### src/rtl/cfgport_pkg.sv
package cfgport_pkg;

    typedef enum logic [2:0] {
        ST_IDLE  = 3'd0,
        ST_ISSUE = 3'd1,
        ST_WAIT  = 3'd2,
        ST_DONE  = 3'd3,
        ST_ABORT = 3'd4
    } cp_state_e;

endpackage

### src/rtl/cfgport_timer.sv
module cfgport_timer #(
    parameter int TW = 8
) (
    input  logic          clk,
    input  logic          rst,
    input  logic          clr,
    input  logic          run,
    input  logic [TW-1:0] limit,
    output logic          expired
);
    localparam int CW = TW + 1;

    logic [TW-1:0] cnt_q;

    always_ff @(posedge clk) begin
        if (rst || clr) begin
            cnt_q <= '0;
        end else if (run && !expired) begin
            cnt_q <= cnt_q + 1'b1;
        end
    end

    // the current wait cycle is cnt_q+1; a limit of 0 counts as 1
    assign expired = ({1'b0, cnt_q} + CW'(1)) >= {1'b0, limit};

endmodule

### src/rtl/cfgport_hold.sv
module cfgport_hold #(
    parameter int AW = 10,
    parameter int DW = 16
) (
    input  logic          clk,
    input  logic          rst,
    input  logic          load,
    input  logic          in_write,
    input  logic [AW-1:0] in_addr,
    input  logic [DW-1:0] in_wdata,
    input  logic          capture,
    input  logic [DW-1:0] port_rdata,
    output logic          lat_write,
    output logic [AW-1:0] lat_addr,
    output logic [DW-1:0] lat_wdata,
    output logic [DW-1:0] rd_hold
);
    always_ff @(posedge clk) begin
        if (rst) begin
            lat_write <= 1'b0;
            lat_addr  <= '0;
            lat_wdata <= '0;
        end else if (load) begin
            lat_write <= in_write;
            lat_addr  <= in_addr;
            lat_wdata <= in_wdata;
        end
    end

    // only reads update the returned word
    always_ff @(posedge clk) begin
        if (rst) begin
            rd_hold <= '0;
        end else if (capture && !lat_write) begin
            rd_hold <= port_rdata;
        end
    end

endmodule

### src/rtl/cfgport_fsm.sv
module cfgport_fsm
    import cfgport_pkg::*;
(
    input  logic      clk,
    input  logic      rst,
    input  logic      req_valid,
    input  logic      port_rdy,
    input  logic      expired,
    output cp_state_e state,
    output logic      accept,
    output logic      strobe,
    output logic      tmr_clr,
    output logic      tmr_run,
    output logic      capture,
    output logic      done,
    output logic      error
);
    cp_state_e nxt;

    always_ff @(posedge clk) begin
        if (rst) begin
            state <= ST_IDLE;
        end else begin
            state <= nxt;
        end
    end

    always_comb begin
        nxt = state;
        unique case (state)
            ST_IDLE:  if (req_valid) nxt = ST_ISSUE;
            ST_ISSUE: nxt = ST_WAIT;
            ST_WAIT: begin
                if (port_rdy)     nxt = ST_DONE;
                else if (expired) nxt = ST_ABORT;
            end
            ST_DONE:  nxt = ST_IDLE;
            ST_ABORT: nxt = ST_IDLE;
            default:  nxt = ST_IDLE;
        endcase
    end

    always_comb begin
        accept  = 1'b0;
        strobe  = 1'b0;
        tmr_clr = 1'b0;
        tmr_run = 1'b0;
        capture = 1'b0;
        done    = 1'b0;
        error   = 1'b0;
        unique case (state)
            ST_IDLE:  accept = req_valid;
            ST_ISSUE: begin
                strobe  = 1'b1;
                tmr_clr = 1'b1;
            end
            ST_WAIT: begin
                tmr_run = 1'b1;
                capture = port_rdy;
            end
            ST_DONE:  done  = 1'b1;
            ST_ABORT: error = 1'b1;
            default:  ;
        endcase
    end

endmodule

### src/rtl/cfgport_bridge.sv
module cfgport_bridge
    import cfgport_pkg::*;
#(
    parameter int AW = 10,
    parameter int DW = 16,
    parameter int TW = 8
) (
    input  logic          clk,
    input  logic          rst,
    input  logic          req_valid,
    input  logic          req_write,
    input  logic [AW-1:0] req_addr,
    input  logic [DW-1:0] req_wdata,
    output logic          req_ready,
    output logic          rsp_done,
    output logic          rsp_error,
    output logic [DW-1:0] rsp_rdata,
    input  logic [TW-1:0] tmo_limit,
    output logic          cp_en,
    output logic          cp_we,
    output logic [AW-1:0] cp_addr,
    output logic [DW-1:0] cp_wdata,
    input  logic [DW-1:0] cp_rdata,
    input  logic          cp_rdy
);
    cp_state_e state;
    logic accept, strobe, tmr_clr, tmr_run, capture, expired, lat_write;

    cfgport_fsm u_fsm (
        .clk       (clk),
        .rst       (rst),
        .req_valid (req_valid),
        .port_rdy  (cp_rdy),
        .expired   (expired),
        .state     (state),
        .accept    (accept),
        .strobe    (strobe),
        .tmr_clr   (tmr_clr),
        .tmr_run   (tmr_run),
        .capture   (capture),
        .done      (rsp_done),
        .error     (rsp_error)
    );

    cfgport_timer #(.TW(TW)) u_timer (
        .clk     (clk),
        .rst     (rst),
        .clr     (tmr_clr),
        .run     (tmr_run),
        .limit   (tmo_limit),
        .expired (expired)
    );

    cfgport_hold #(.AW(AW), .DW(DW)) u_hold (
        .clk        (clk),
        .rst        (rst),
        .load       (accept),
        .in_write   (req_write),
        .in_addr    (req_addr),
        .in_wdata   (req_wdata),
        .capture    (capture),
        .port_rdata (cp_rdata),
        .lat_write  (lat_write),
        .lat_addr   (cp_addr),
        .lat_wdata  (cp_wdata),
        .rd_hold    (rsp_rdata)
    );

    assign req_ready = (state == ST_IDLE);
    assign cp_en     = strobe;
    assign cp_we     = strobe & lat_write;

endmodule


### config.mk
export PLATFORM = sky130hd
export DESIGN_NAME = cfgport_bridge
export DESIGN_NICKNAME = d
export VERILOG_FILES = /design/src/rtl/cfgport_pkg.sv /design/src/rtl/cfgport_timer.sv /design/src/rtl/cfgport_hold.sv /design/src/rtl/cfgport_fsm.sv /design/src/rtl/cfgport_bridge.sv
export SDC_FILE = /design/constraint.sdc
export NUM_CORES = 1
export LEC_CHECK = 0
export ABC_AREA = 1
export CAP_MARGIN = 15
export CORE_MARGIN = 4
export CORE_UTILIZATION = 30
export CTS_CLUSTER_SIZE = 16
export DETAILED_ROUTE_END_ITERATION = 16
export DONT_BUFFER_PORTS = 1
export GPL_TIMING_DRIVEN = 1
export PLACE_DENSITY_LB_ADDON = 0.05
export SLEW_MARGIN = 5
export SYNTH_ARGS = -nofsm -noshare
export SYNTH_HDL_FRONTEND = slang
export SYNTH_SLANG_ARGS = --single-unit
### constraint.sdc
create_clock -name clk -period 2.27 [get_ports clk]
set_clock_uncertainty 0.05 [all_clocks]
set_input_delay 0.227 -clock clk [delete_from_list [all_inputs] [get_ports clk]]
set_output_delay 0.227 -clock clk [all_outputs]
set_load 0.03 [all_outputs]
==> results by group <==
Clock tree
  • Clock buffer depth: 2
  • Skew-Pair Late Insertion Delay: just over 0.3 ns
  • CTS Root Buffer Type: clkbuf_8
  • Sink Count: 54
  • CTS tree: done
  • Num CTS Buffers: 5
  • CTS H-tree depth: 2
  • CTS clk-pin slew, worst paths: 0.10 ns

Setup path
  • Crit path launch type: register
  • FF-to-FF setup slack: 0.21 ns
  • FF-to-FF path depth: 16
  • CP arrival: ~2.2 ns
  • Worst path required time: ~2.4 ns
  • Critical path class: register to register
  • Reg2reg start: u_timer.cnt_q[1]
  • Crit. End Element: register
  • CP Max Fanout: 7
  • Max incr delay on CP: ~0.37 ns
  • CP max stage cell: dfxtp_4
  • Crit-path cells: ha_4, nand3_4, xor2_1, inv_1, ha_4, nand2_2, nor2_1, nand2_1, nand3_1, nand2_1, nand2_2, nand2_4, nand3_4, nand2_2, nand2_1, nor2_1
  • Critical Path Start: u_timer.cnt_q[1]
  • Reg2reg end: u_timer.cnt_q[3]

Power and ir drop
  • Net Sw Frac: 40.5%
  • Total chip power: ~0.0027 W
  • Combinational power share: about 28%
  • Power share of the clock group: about a fifth
  • Net Sw Power: between 0.001 and 0.0015 W
  • Max VDD drop: ~320 uV
  • Pwr dens: between 900 and 1000 nW/um2
  • Static leakage: approximately 1.2 nW
  • Int Pwr: approximately 0.0016 W
  • Sequential power share: 51.1%

Timing
  • Worst slew pin tran: 0.611 ns
  • Max_slew headroom: 59.1%
  • Final hold violations: 0
  • Final Hold Slack: about 0.027 ns
  • RSZ-0062 raised after global routing: no
  • Tcrit/Tclk final: roughly nine tenths
  • Post-route minimum period: between 2 and 2.5 ns
  • Final setup vio count: 0
  • Fmax: between 400 and 500 MHz
  • Final setup TNS: 0 ns
  • Final slew viol count: 0

Synth
  • Post-synthesis register bit count: 54
  • Syn nets: about 400
  • Synth warnings: 0
  • Mapped Area: approximately 2500 um2
  • Sequential area share after synthesis: between 40% and 50%
  • Synth cell types: 24
  • Syn Area/Cell: 7.48 um2
  • Gate Count Post-Synth: between 300 and 400

Worst hold path
  • Hold Path Sink: u_hold.lat_wdata[15]
  • Hold Path Depth: 2
  • Min-delay src: req_wdata[15]
  • Hold WC Path Type: input port to register

Placement
  • Area after DPL: 2550 um2
  • Port Buf Inserts: 0
  • Detail Placement HPWL: 4280 um
  • Routability Congestion: roughly 0.7
  • Placed insts: roughly 420

Layout
  • FF/Latch Area: between 1000 and 1500 um2
  • Number of fillers in the final layout: roughly 850
  • Post-Layout Cell Count: approximately 430
  • Diode count: 0
  • Layout area overhead: 14.1%
  • Multi-input logic area: 1180 um2
  • Layout cells sized above 1: approximately 14%
  • Final instance area: between 2000 and 3000 um2
  • Nets: a little under 400

GRT
  • Antenna violations before repair: 0
  • Vias in the first global route: 2,011
  • Gr ovfl total: 0
  • Global Route Usage Sum: about an eighth
  • First-pass GRT wire length: 9920 um
  • Largest net degree at the start of global routing: 31

Run status
  • Status: finished clean

Floorplanning
  • Starting Density: about 31%
  • Die width: roughly 98 um
  • Chip Height: between 90 and 100 um
  • Row count: 32
  • Number of I/O pins: 102
  • Die area: ~9700 um2
  • Core area: roughly 7800 um2

Drt
  • # DRC: 0
  • Drt total wl: just over 6000 um
  • Via density: between 4 and 5
  • Drt first pass iters: 4
  • Routed vias: 1,999
  • Antenna Nets Post-Route: 0
  • Wire length per cell: about 14 um
  • Starting DRC count in detailed routing: 47

Job
  • Max cap viols: 0
==> layer usage <==
| metal | share of wire, % | routed length [um] | track usage (%) | vias up |
|---|---|---|---|---|
| met5 | 0 | 0 | 0 | - |
| met4 | 1.0 | 61 | 3.15 | 0 |
| met3 | 6.5 | 398 | 4.03 | 5 |
| met2 | 50 | 3060 | 21.8 | 48 |
| met1 | 42 | 2580 | 14.9 | 905 |
| li1 | - | - | - | 1041 |
==> final cells by class <==
cell class	count	share of cell area (%)
multi-input cells	207	42.2
clock buffers	7	3.08
repair buffers	11	3.76
flip-flops and latches	54	39.1
well taps	102	4.56
inverters	52	6.97
clock inverters	1	0.313
==> Yosys cell counts, drive strengths merged <==
cell	number	area share, %
dfxtp	54	44
a21oi	46	9.4
o21ai	17	3.5
xor2	6	2.1
nand4	2	0.51
clkbuf	6	0.97
inv	52	8.0
nand2	63	10
nor3	2	0.41
nand3	34	7.9
buf	10	2.9
a31oi	1	0.87
ha	9	4.6
nor2	26	4.5
==> power by group through the flow <==
stage	Combinational (W)	Sequential, W	Clock, W
floorplan	0.000595	0.00137	0
global placement	0.000692	0.00140	0
detailed placement	0.000698	0.00139	0
CTS	0.000726	0.00137	0.000616
global route	0.000869	0.00140	0.000651
finish	0.000745	0.00138	0.000578
==> per-stage QoR <==
step | setup WS, ns | utilization [%]
after floorplan | 0.164 | -
after global placement | 0.0303 | 32.5
after detailed placement | 0.00544 | 32.5
after CTS | 0.0113 | 34.0
after global routing | 0.00800 | 35.7
final | 0.206 | 35.7
==> critical path, delay by kind of cell, from the launching register on <==
| family | cells | cell delay (ns) |
|---|---|---|
| xor gates and xnor gates | 1 | 0.14 |
| adders and majority gates | 2 | 0.44 |
| DFF | 1 | 0.37 |
| and+or+nand+nor | 12 | 0.87 |
| buffers and inverters | 1 | 0.09 |
==> state kept, by name (all words and copies together) (netlist names) <==
name              flops
u_hold.lat_write      1
u_fsm.state           3
u_hold.rd_hold       16
u_timer.cnt_q         8
u_hold.lat_wdata     16
u_hold.lat_addr      10
==> cells by family after synthesis <==
| group | count (synthesis) | synth area share [%] |
|---|---|---|
| compound gates | 64 | 13.7 |
| xor+xnor | 6 | 2.14 |
| fa+ha+maj | 9 | 4.59 |
| buf+inv | 68 | 11.8 |
| flops | 54 | 44.1 |
| simple gates | 127 | 23.6 |
==> worst max path at each step <==
stage	to	depth (start not counted)
2_1_floorplan	u_timer.cnt_q[3]	16
3_3_place_gp	u_timer.cnt_q[4]	12
3_5_place_dp	u_timer.cnt_q[3]	12
4_1_cts	u_fsm.state[2]	12
5_1_grt	u_timer.cnt_q[5]	16
6_report	u_timer.cnt_q[3]	16
==> repair_timing <==
| action | 4_1_cts | 5_1_grt |
|---|---|---|
| gates resized for setup | 1 | 20 |
| pin swaps | 0 | 7 |
| cloned | 1 | 0 |
| hold buffers | 1 | 0 |
| endpoints found under the hold margin | 29 | 0 |
| endpoints found under the setup margin | 4 | 11 |
| buffers inserted | 0 | 1 |
==> layout by cell type (no fill, tap or decap) <==
master	instances
nand2_1	54
inv_1	52
dfxtp_1	50
a21oi_1	45
nand3_1	30
nor2_1	21
o21ai_0	13
buf_4	9
nand2_2	8
ha_1	6
clkbuf_8	6
xor2_1	4
nor2_2	4
o21ai_1	4
nand3_4	3
ha_4	3
dfxtp_4	3
xor2_2	2
nand3_2	2
nor3_1	2
nand4_1	2
nor2_4	1
a21oi_2	1
nand2_4	1
a31oi_4	1
inv_6	1
clkbuf_1	1
dlygate4sd3_1	1
buf_16	1
dfxtp_2	1
No activity file was read; power rests on OpenSTA's default activity.
